File: src/rtl/hs400_pkg.sv
package hs400_pkg;

  typedef enum logic [3:0] {
    ST_IDLE,
    ST_SLOW,
    ST_DDR,
    ST_HS,
    ST_TBON,
    ST_OFF1,
    ST_WSTB1,
    ST_ON1,
    ST_WSTB2,
    ST_WLOCK,
    ST_OFF2,
    ST_WSTB3,
    ST_WFLUSH,
    ST_WSTB4
  } seq_state_e;

  typedef enum logic [2:0] {
    EC_NONE    = 3'd0,
    EC_GATE1   = 3'd1,
    EC_RESTART = 3'd2,
    EC_DLL     = 3'd3,
    EC_GATE2   = 3'd4,
    EC_FLUSH   = 3'd5,
    EC_FINAL   = 3'd6
  } err_code_e;

  // one-cycle actions issued by the sequencer to the control bank
  typedef struct packed {
    logic ld_lat;
    logic go_slow;
    logic tb_on;
    logic clk_off;
    logic clk_on;
    logic hs_cfg;
    logic dll_cfg;
    logic wndw_set;
    logic flush_set;
    logic flush_end;
    logic fin_ok;
    logic fail;
  } act_t;

endpackage

File: src/rtl/hs400_poll_timer.sv
module hs400_poll_timer #(
  parameter int POLL_CYC = 1000,
  parameter int TICKS    = 2000
) (
  input  logic clk,
  input  logic rst_n,
  input  logic run,
  input  logic restart,
  output logic tick,
  output logic expire
);
  localparam int CW = (POLL_CYC > 1) ? $clog2(POLL_CYC) : 1;
  localparam int TW = (TICKS > 1) ? $clog2(TICKS) : 1;

  logic [CW-1:0] cnt_q, cnt_d;
  logic [TW-1:0] tk_q, tk_d;

  always_comb begin
    tick   = run && (cnt_q == CW'(POLL_CYC - 1));
    expire = tick && (tk_q == TW'(TICKS - 1));
  end

  always_comb begin
    cnt_d = cnt_q;
    tk_d  = tk_q;
    if (!run || restart) begin
      cnt_d = '0;
      tk_d  = '0;
    end else if (tick) begin
      cnt_d = '0;
      tk_d  = tk_q + TW'(1);
    end else begin
      cnt_d = cnt_q + CW'(1);
    end
  end

  always_ff @(posedge clk or negedge rst_n) begin
    if (!rst_n) begin
      cnt_q <= '0;
      tk_q  <= '0;
    end else begin
      cnt_q <= cnt_d;
      tk_q  <= tk_d;
    end
  end

  // polls of one wait are POLL_CYC cycles apart
  assert_poll_gap_R8: assert property (@(posedge clk) disable iff (!rst_n)
    (tick && run && !restart && POLL_CYC > 1) |=> !tick);

endmodule

File: src/rtl/hs400_ctl_bank.sv
module hs400_ctl_bank
  import hs400_pkg::*;
#(
  parameter int DIV_W    = 8,
  parameter int LS_DIV   = 16,
  parameter int HS_DIV   = 4,
  parameter bit HS_EXACT = 1'b1
) (
  input  logic             clk,
  input  logic             rst_n,
  input  act_t             act,
  input  err_code_e        ecode,
  input  logic [DIV_W-1:0] tune_div,
  input  logic             read_xfer,
  output logic             tb_en,
  output logic             clk_en,
  output logic [DIV_W-1:0] clk_div,
  output logic             hs400_sel,
  output logic             cmd_clk_sel,
  output logic             dll_en,
  output logic             dll_fast,
  output logic             wndw_adj,
  output logic             fifo_flush,
  output logic             flow_ctl,
  output logic             done,
  output logic             err,
  output logic [2:0]       err_code
);

  logic [DIV_W-1:0] lat_q, lat_d;
  logic [DIV_W-1:0] div_q, div_d;
  logic tb_q, tb_d, ce_q, ce_d, hs_q, hs_d, cmd_q, cmd_d;
  logic dll_q, dll_d, fast_q, fast_d, wa_q, wa_d, fl_q, fl_d;
  logic flow_q, flow_d, done_q, done_d, err_q, err_d;
  logic [2:0] code_q, code_d;
  logic lat_is_hs;

  always_comb lat_is_hs = HS_EXACT && (lat_q == DIV_W'(HS_DIV));

  always_comb begin
    lat_d  = lat_q;
    div_d  = div_q;
    tb_d   = tb_q;
    ce_d   = ce_q;
    hs_d   = hs_q;
    cmd_d  = cmd_q;
    dll_d  = dll_q;
    fast_d = fast_q;
    wa_d   = wa_q;
    fl_d   = fl_q;
    flow_d = flow_q;
    code_d = code_q;
    done_d = act.fin_ok;
    err_d  = act.fail;
    if (act.ld_lat) begin
      lat_d  = tune_div;
      flow_d = read_xfer;
      code_d = 3'd0;
    end
    if (act.go_slow) begin
      div_d = DIV_W'(LS_DIV);
      tb_d  = 1'b0;
    end
    if (act.tb_on)   tb_d = 1'b1;
    if (act.clk_off) ce_d = 1'b0;
    if (act.clk_on)  ce_d = 1'b1;
    if (act.hs_cfg) begin
      div_d = lat_q;
      hs_d  = 1'b1;
      cmd_d = 1'b1;
    end
    if (act.dll_cfg) begin
      dll_d  = 1'b1;
      fast_d = lat_is_hs;
    end
    if (act.wndw_set)  wa_d = 1'b1;
    if (act.flush_set) fl_d = 1'b1;
    if (act.flush_end) begin
      fl_d = 1'b0;
      ce_d = 1'b1;
    end
    if (act.fail) begin
      fl_d   = 1'b0;
      code_d = 3'(ecode);
    end
  end

  always_ff @(posedge clk or negedge rst_n) begin
    if (!rst_n) begin
      lat_q  <= '0;
      div_q  <= DIV_W'(LS_DIV);
      tb_q   <= 1'b0;
      ce_q   <= 1'b1;
      hs_q   <= 1'b0;
      cmd_q  <= 1'b0;
      dll_q  <= 1'b0;
      fast_q <= 1'b0;
      wa_q   <= 1'b0;
      fl_q   <= 1'b0;
      flow_q <= 1'b0;
      code_q <= 3'd0;
      done_q <= 1'b0;
      err_q  <= 1'b0;
    end else begin
      lat_q  <= lat_d;
      div_q  <= div_d;
      tb_q   <= tb_d;
      ce_q   <= ce_d;
      hs_q   <= hs_d;
      cmd_q  <= cmd_d;
      dll_q  <= dll_d;
      fast_q <= fast_d;
      wa_q   <= wa_d;
      fl_q   <= fl_d;
      flow_q <= flow_d;
      code_q <= code_d;
      done_q <= done_d;
      err_q  <= err_d;
    end
  end

  always_comb begin
    tb_en       = tb_q;
    clk_en      = ce_q;
    clk_div     = div_q;
    hs400_sel   = hs_q;
    cmd_clk_sel = cmd_q;
    dll_en      = dll_q;
    dll_fast    = fast_q;
    wndw_adj    = wa_q;
    fifo_flush  = fl_q;
    flow_ctl    = flow_q;
    done        = done_q;
    err         = err_q;
    err_code    = code_q;
  end

  assert_flush_gated_R7: assert property (@(posedge clk) disable iff (!rst_n)
    fl_q |-> !ce_q);
  assert_hs_cfg_gated_R5: assert property (@(posedge clk) disable iff (!rst_n)
    $rose(hs_q) |-> !ce_q);
  assert_done_err_excl_R10: assert property (@(posedge clk) disable iff (!rst_n)
    !(done_q && err_q));
  assert_err_has_code_R9: assert property (@(posedge clk) disable iff (!rst_n)
    err_q |-> (code_q != 3'd0));

endmodule

File: src/rtl/hs400_fsm.sv
module hs400_fsm
  import hs400_pkg::*;
(
  input  logic      clk,
  input  logic      rst_n,
  input  logic      start,
  input  logic      ddr_ack,
  input  logic      hs_ack,
  input  logic      clk_stable,
  input  logic      dll_lock,
  input  logic      flush_done,
  input  logic      tick,
  input  logic      expire,
  output act_t      act,
  output err_code_e ecode,
  output logic      busy,
  output logic      ddr_req,
  output logic      hs_req,
  output logic      run,
  output logic      restart
);

  seq_state_e state_q, state_d;

  always_comb begin
    state_d = state_q;
    act     = '0;
    ecode   = EC_NONE;
    unique case (state_q)
      ST_IDLE: if (start) begin
        act.ld_lat = 1'b1;
        state_d    = ST_SLOW;
      end
      ST_SLOW: begin
        act.go_slow = 1'b1;
        state_d     = ST_DDR;
      end
      ST_DDR: if (ddr_ack) state_d = ST_HS;
      ST_HS:  if (hs_ack)  state_d = ST_TBON;
      ST_TBON: begin
        act.tb_on = 1'b1;
        state_d   = ST_OFF1;
      end
      ST_OFF1: begin
        act.clk_off = 1'b1;
        state_d     = ST_WSTB1;
      end
      ST_WSTB1:
        if (tick && clk_stable) begin
          act.hs_cfg = 1'b1;
          state_d    = ST_ON1;
        end else if (expire) begin
          act.fail = 1'b1;
          ecode    = EC_GATE1;
          state_d  = ST_IDLE;
        end
      ST_ON1: begin
        act.clk_on = 1'b1;
        state_d    = ST_WSTB2;
      end
      ST_WSTB2:
        if (tick && clk_stable) begin
          act.dll_cfg = 1'b1;
          state_d     = ST_WLOCK;
        end else if (expire) begin
          act.fail = 1'b1;
          ecode    = EC_RESTART;
          state_d  = ST_IDLE;
        end
      ST_WLOCK:
        if (tick && dll_lock) begin
          act.wndw_set = 1'b1;
          state_d      = ST_OFF2;
        end else if (expire) begin
          act.fail = 1'b1;
          ecode    = EC_DLL;
          state_d  = ST_IDLE;
        end
      ST_OFF2: begin
        act.clk_off = 1'b1;
        state_d     = ST_WSTB3;
      end
      ST_WSTB3:
        if (tick && clk_stable) begin
          act.flush_set = 1'b1;
          state_d       = ST_WFLUSH;
        end else if (expire) begin
          act.fail = 1'b1;
          ecode    = EC_GATE2;
          state_d  = ST_IDLE;
        end
      ST_WFLUSH:
        if (tick && flush_done) begin
          act.flush_end = 1'b1;
          state_d       = ST_WSTB4;
        end else if (expire) begin
          act.fail = 1'b1;
          ecode    = EC_FLUSH;
          state_d  = ST_IDLE;
        end
      ST_WSTB4:
        if (tick && clk_stable) begin
          act.fin_ok = 1'b1;
          state_d    = ST_IDLE;
        end else if (expire) begin
          act.fail = 1'b1;
          ecode    = EC_FINAL;
          state_d  = ST_IDLE;
        end
      default: state_d = ST_IDLE;
    endcase
  end

  always_ff @(posedge clk or negedge rst_n) begin
    if (!rst_n) state_q <= ST_IDLE;
    else        state_q <= state_d;
  end

  always_comb begin
    busy    = (state_q != ST_IDLE);
    ddr_req = (state_q == ST_DDR);
    hs_req  = (state_q == ST_HS);
    run     = (state_q == ST_WSTB1) || (state_q == ST_WSTB2) ||
              (state_q == ST_WLOCK) || (state_q == ST_WSTB3) ||
              (state_q == ST_WFLUSH) || (state_q == ST_WSTB4);
    restart = (state_d != state_q);
  end

  assert_req_excl_R4: assert property (@(posedge clk) disable iff (!rst_n)
    !(ddr_req && hs_req));
  assert_ddr_hold_R4: assert property (@(posedge clk) disable iff (!rst_n)
    (ddr_req && !ddr_ack) |=> ddr_req);
  assert_start_accept_R11: assert property (@(posedge clk) disable iff (!rst_n)
    (!busy && start) |=> busy);

endmodule

File: src/rtl/hs400_seq.sv
module hs400_seq
  import hs400_pkg::*;
#(
  parameter int REF_HZ  = 100_000_000,
  parameter int POLL_US = 10,
  parameter int WAIT_MS = 20,
  parameter int BASE_HZ = 800_000_000,
  parameter int HS_HZ   = 200_000_000,
  parameter int LS_HZ   = 52_000_000,
  parameter int DIV_W   = 8
) (
  input  logic             clk,
  input  logic             rst_n,
  input  logic             start,
  input  logic [DIV_W-1:0] tune_div,
  input  logic             read_xfer,
  input  logic             ddr_ack,
  input  logic             hs_ack,
  input  logic             clk_stable,
  input  logic             dll_lock,
  input  logic             flush_done,
  output logic             busy,
  output logic             ddr_req,
  output logic             hs_req,
  output logic             tb_en,
  output logic             clk_en,
  output logic [DIV_W-1:0] clk_div,
  output logic             hs400_sel,
  output logic             cmd_clk_sel,
  output logic             dll_en,
  output logic             dll_fast,
  output logic             wndw_adj,
  output logic             fifo_flush,
  output logic             flow_ctl,
  output logic             done,
  output logic             err,
  output logic [2:0]       err_code
);
  localparam int POLL_RAW = (REF_HZ / 1_000_000) * POLL_US;
  localparam int POLL_CYC = (POLL_RAW > 0) ? POLL_RAW : 1;
  localparam int TICK_RAW = (WAIT_MS * 1000) / POLL_US;
  localparam int TICKS    = (TICK_RAW > 0) ? TICK_RAW : 1;
  localparam int LS_DIV   = (BASE_HZ + LS_HZ - 1) / LS_HZ;
  localparam int HS_DIV   = BASE_HZ / HS_HZ;
  localparam bit HS_EXACT = ((BASE_HZ % HS_HZ) == 0);

  logic [1:0] rsync_q;
  logic       rst_core_n;

  always_ff @(posedge clk or negedge rst_n) begin
    if (!rst_n) rsync_q <= 2'b00;
    else        rsync_q <= {rsync_q[0], 1'b1};
  end
  always_comb rst_core_n = rsync_q[1];

  act_t      act;
  err_code_e ecode;
  logic      run, restart, tick, expire;

  hs400_fsm u_fsm (
    .clk        (clk),
    .rst_n      (rst_core_n),
    .start      (start),
    .ddr_ack    (ddr_ack),
    .hs_ack     (hs_ack),
    .clk_stable (clk_stable),
    .dll_lock   (dll_lock),
    .flush_done (flush_done),
    .tick       (tick),
    .expire     (expire),
    .act        (act),
    .ecode      (ecode),
    .busy       (busy),
    .ddr_req    (ddr_req),
    .hs_req     (hs_req),
    .run        (run),
    .restart    (restart)
  );

  hs400_poll_timer #(
    .POLL_CYC (POLL_CYC),
    .TICKS    (TICKS)
  ) u_timer (
    .clk     (clk),
    .rst_n   (rst_core_n),
    .run     (run),
    .restart (restart),
    .tick    (tick),
    .expire  (expire)
  );

  hs400_ctl_bank #(
    .DIV_W    (DIV_W),
    .LS_DIV   (LS_DIV),
    .HS_DIV   (HS_DIV),
    .HS_EXACT (HS_EXACT)
  ) u_bank (
    .clk         (clk),
    .rst_n       (rst_core_n),
    .act         (act),
    .ecode       (ecode),
    .tune_div    (tune_div),
    .read_xfer   (read_xfer),
    .tb_en       (tb_en),
    .clk_en      (clk_en),
    .clk_div     (clk_div),
    .hs400_sel   (hs400_sel),
    .cmd_clk_sel (cmd_clk_sel),
    .dll_en      (dll_en),
    .dll_fast    (dll_fast),
    .wndw_adj    (wndw_adj),
    .fifo_flush  (fifo_flush),
    .flow_ctl    (flow_ctl),
    .done        (done),
    .err         (err),
    .err_code    (err_code)
  );

  assert_wndw_after_lock_R6: assert property (@(posedge clk) disable iff (!rst_core_n)
    $rose(wndw_adj) |-> ($past(dll_lock) && dll_en));
  assert_slow_before_ddr_R3: assert property (@(posedge clk) disable iff (!rst_core_n)
    $rose(ddr_req) |-> (!tb_en && clk_div == DIV_W'(LS_DIV)));

endmodule

File: config.mk
export PLATFORM = sky130hd
export DESIGN_NAME = hs400_seq
export DESIGN_NICKNAME = d
export VERILOG_FILES = /design/src/rtl/hs400_pkg.sv /design/src/rtl/hs400_poll_timer.sv /design/src/rtl/hs400_ctl_bank.sv /design/src/rtl/hs400_fsm.sv /design/src/rtl/hs400_seq.sv
export SDC_FILE = /design/constraint.sdc
export NUM_CORES = 1
export LEC_CHECK = 0
export ABC_AREA = 0
export BUFFER_PORTS_ARGS = -buffer_cell sky130_fd_sc_hd__clkbuf_2
export CAP_MARGIN = 20
export CELL_PAD_IN_SITES_DETAIL_PLACEMENT = 0
export CELL_PAD_IN_SITES_GLOBAL_PLACEMENT = 1
export CORE_MARGIN = 3
export CORE_UTILIZATION = 40
export DETAILED_ROUTE_END_ITERATION = 10
export GPL_TIMING_DRIVEN = 0
export PLACE_DENSITY_LB_ADDON = 0.1
export SYNTH_ARGS = -nofsm -noshare
export SYNTH_HDL_FRONTEND = slang
export SYNTH_HIERARCHICAL = 1
export SYNTH_SLANG_ARGS = --single-unit
File: constraint.sdc
create_clock -name clk -period 2.49 [get_ports clk]
set_clock_uncertainty 0.1 [all_clocks]
set_input_delay 0.1245 -clock clk [delete_from_list [all_inputs] [get_ports clk]]
set_output_delay 0.1245 -clock clk [all_outputs]
set_load 0.05 [all_outputs]
==> flow_summary.toml <==
[detailed_routing]
drt_pre_antenna_iters = 4
via_count = 2717
detailedRoute.firstIterationViolations = 185
totalWireLength_mm = 7.87
drcViolationCount = 0
routed_vias_inst = 5.36
drt-wirelength-per-cell_um = 15.5
postRouteAntennaNets = 0

[synthesis]
ys_async_sr_fraction = 1.00
main_combinational_cell_family_by_area_after_synthesis = "simple AND/OR/NAND/NOR gates"
yosys-top-cells-count = "dfrtp_1 (54), nor2_1 (38), nand2_1 (23)"
post_synth_main_area_contributors = "dfrtp_1 (46%), nor2_1 (4.8%), mux2_2 (3.4%)"
ys_warn_count = 6
synth-compound-area-share = 0.150
synth.mux.area_fraction = 0.0376
synthSimpleGateAreaFrac = 0.239
syn_avg_cell_area_um2 = 9.67
netlist.top_cell.by_area = "dfrtp_1"
yosysUniqueCellTypes = 66
synth-edff-count = 0
synthesis.instances = 306
synthDominantCellAreaShare = 0.457
synth.cell_area_um2 = 2960
synthXorXnorAreaFrac = 0.0385
synthFlopType = "dfrtp_1"
synth.net_count = 325
seq_area_frac_synth = 0.475
post_synth_fa_ha_maj_area_fraction = 0.00846
synth_most_common_cell = "dfrtp_1"
number_of_register_bits_inferred_by_synthesis = 56

[floorplanning]
boundaryPins = 42
floorplan.initialDensity = 0.424
rows = 30
fp.dieH_um = 92.0
dieWidth_um = 92.0
die_area_um2 = 8460
coreArea_um2 = 6980

[critical_path]
critPathMaxStageDelay_ns = 0.42
start_kind = "register"
critical_path.top_delay_family = "simple AND/OR/NAND/NOR gates"
crit_required_ns = 2.60
crit_chain = "buf_6 -> inv_4 -> nand2_4 -> nor2_4 -> a21o_4 -> nand4b_4 -> nor4_4 -> buf_4 -> buf_4 -> a211o_1 -> a32o_1 -> nand3_1 -> o2111ai_2 -> nand2b_4 -> clkbuf_16 -> nor2_1 -> a31o_2"
crit_fanout = 6
critical-path-slowest-cell = "dfrtp_1"
timing.reg2reg.setup_slack_ns = -0.52
critical_path_class = "register to register"
worst-path-buf-inv = 5
worstPathArrival_ns = 3.13
setup.worst_path.end_class = "register"
cp_common_cell = "buf_4"

[sta]
maximum_clock_frequency_ghz = 0.332
slew_at_the_pin_closest_to_its_max_slew_limit_ns = 0.661
final_count_of_pins_violating_max_slew = 0
timing.hold.ws_ns = 0.0164
final.period_utilization = 1.21
slew_headroom = 0.554
fin_setup_tns_ns = -10.72
period_needed_ns = 3.01
grt_setup_unrepaired = "yes"
setup_viol = 25
finalHoldViolations = 0
final_critical_path_setup_slack_ns = -0.522

[clocking]
tritoncts_clock_tree = "yes"
reg_clk_slew_reported_paths_ns = 0.10
ctsLongestPathBuffers = 2
clk_latency_ns = 0.31
cts_made_buffers = 5
clock-sinks = 56
ctsHtreeMaxLevel = 2
clockRootBuffer = "clkbuf_8"

[global_routing]
grt_antenna_before_repair = 0
groute.usage.overall = 0.187
grt_start_max_net_pins = 33
grt_first_pass_wirelength_mm = 12.8
grt-ovfl-total = 0
grt_pass1_vias = 2625

[pwr]
powerDensity_nw_per_um2 = 353
fin_total_pwr_mw = 1.48
static-leakage-power_nw = 1.98
ir_worst_vdd_mv = 0.257

[placement]
portBuffers = 41
detailedPlacementHpwl_mm = 4.91
gpl.final_weighted_congestion = 0.835

[finish]
multi_input_area_um2 = 1660
syn2layout_area_growth_pct = 41.8
final_layout_size_suffix_gt1_frac = 0.448
fin_nets = 429
register_area_um2 = 1410
n_fill_cell = 636
antenna_cells_inserted = 0

[job]
maxCapViolCount = 0

[min_path]
worstHoldPathType = "input port to async pin"

[status]
status = "complete, but fails checks"
violations = "setup timing"
-- per-layer routing --
metal,global-route usage,vias to the layer above,routed length [um]
met5,0,-,0
met4,0.0520,0,80
met3,0.0304,9,398
met2,0.294,83,3760
met1,0.267,1327,3640
li1,-,1298,-
-- what timing repair did --
action                     CTS  global route
pin swaps                   21            10
cloned                       1             0
setup buffers               29            17
setup endpoints to repair   44            36
gates resized for setup     45            21
hold endpoints to repair    12             0
hold buffers                11             0
-- cells in the final DEF (no fill, tap or decap), types with 3 or more instances in the layout --
cell,count
xnor2_1,9
clkbuf_2,43
or2_4,3
xor2_1,4
a211oi_2,3
a21oi_2,4
nand2_4,3
or3_1,5
inv_1,9
nand2b_1,3
nor4_1,3
a21oi_1,6
clkbuf_1,3
buf_8,4
o21ai_0,8
a22o_1,9
nor2_1,25
nor2_4,4
buf_4,39
nor3_1,11
dlygate4sd3_1,11
nor2_2,10
or2_2,3
nand3_1,11
dfrtp_1,53
mux2_2,9
nand2_1,19
clkbuf_8,5
nand4_1,4
buf_6,11
or4_1,4
-- cell type report --
cell class              instances  area share
clock buffers                   6      0.0173
plain buffers                  17      0.0409
multi-input cells             220       0.397
inverters                      13      0.0128
clock inverters                 2     0.00328
flip-flops and latches         56       0.335
well taps                      96      0.0286
repair buffers                 97       0.165
-- cell families after synthesis --
kind of cell	Yosys count
buffers and inverters	31
other	1
DFF	56
adders and majority gates	2
and+or+nand+nor	132
AOI/OAI and AO/OA	61
muxes	10
xor gates and xnor gates	13
-- power breakdown --
part           switching, mW  internal [mW]
Combinational         0.0245         0.0250
Sequential           0.00815          0.911
Clock                  0.310          0.202
Total                  0.342           1.14
-- registers in the layout, summed over array words and instances, names as in the netlist, 2 cells and up --
register / cells
u_timer/tk_q: 11
u_timer/cnt_q: 10
u_bank/clk_div: 8
u_bank/lat_q: 8
u_fsm/state_q: 4
u_bank/err_code: 3
rsync_q: 2
-- per-stage QoR --
stage	util	setup WS, ns	std cells	instance area (um^2)
after floorplan	-	-0.757	306	3080
after global placement	0.487	-1.33	443	3400
after detailed placement	0.490	-1.28	444	3420
after CTS	0.575	-0.535	492	4010
after global routing	0.601	-0.686	507	4190
final	0.601	-0.522	507	4190
-- path summary, 6_finish.rpt --
path                            depth (start not counted)                to             start
max in group asynchronous                               1   u_timer/tk_q[1]        rsync_q[1]
worst max-delay path                                   17   u_timer/tk_q[8]  u_fsm/state_q[3]
worst min register to register                          0  u_timer/cnt_q[0]        rsync_q[1]
worst max register to register                         17   u_timer/tk_q[8]  u_fsm/state_q[3]
min in group clk                                        3       u_bank/done        clk_stable
worst min-delay path                                    2        rsync_q[1]             rst_n
Power figures use the tool's default switching activity.
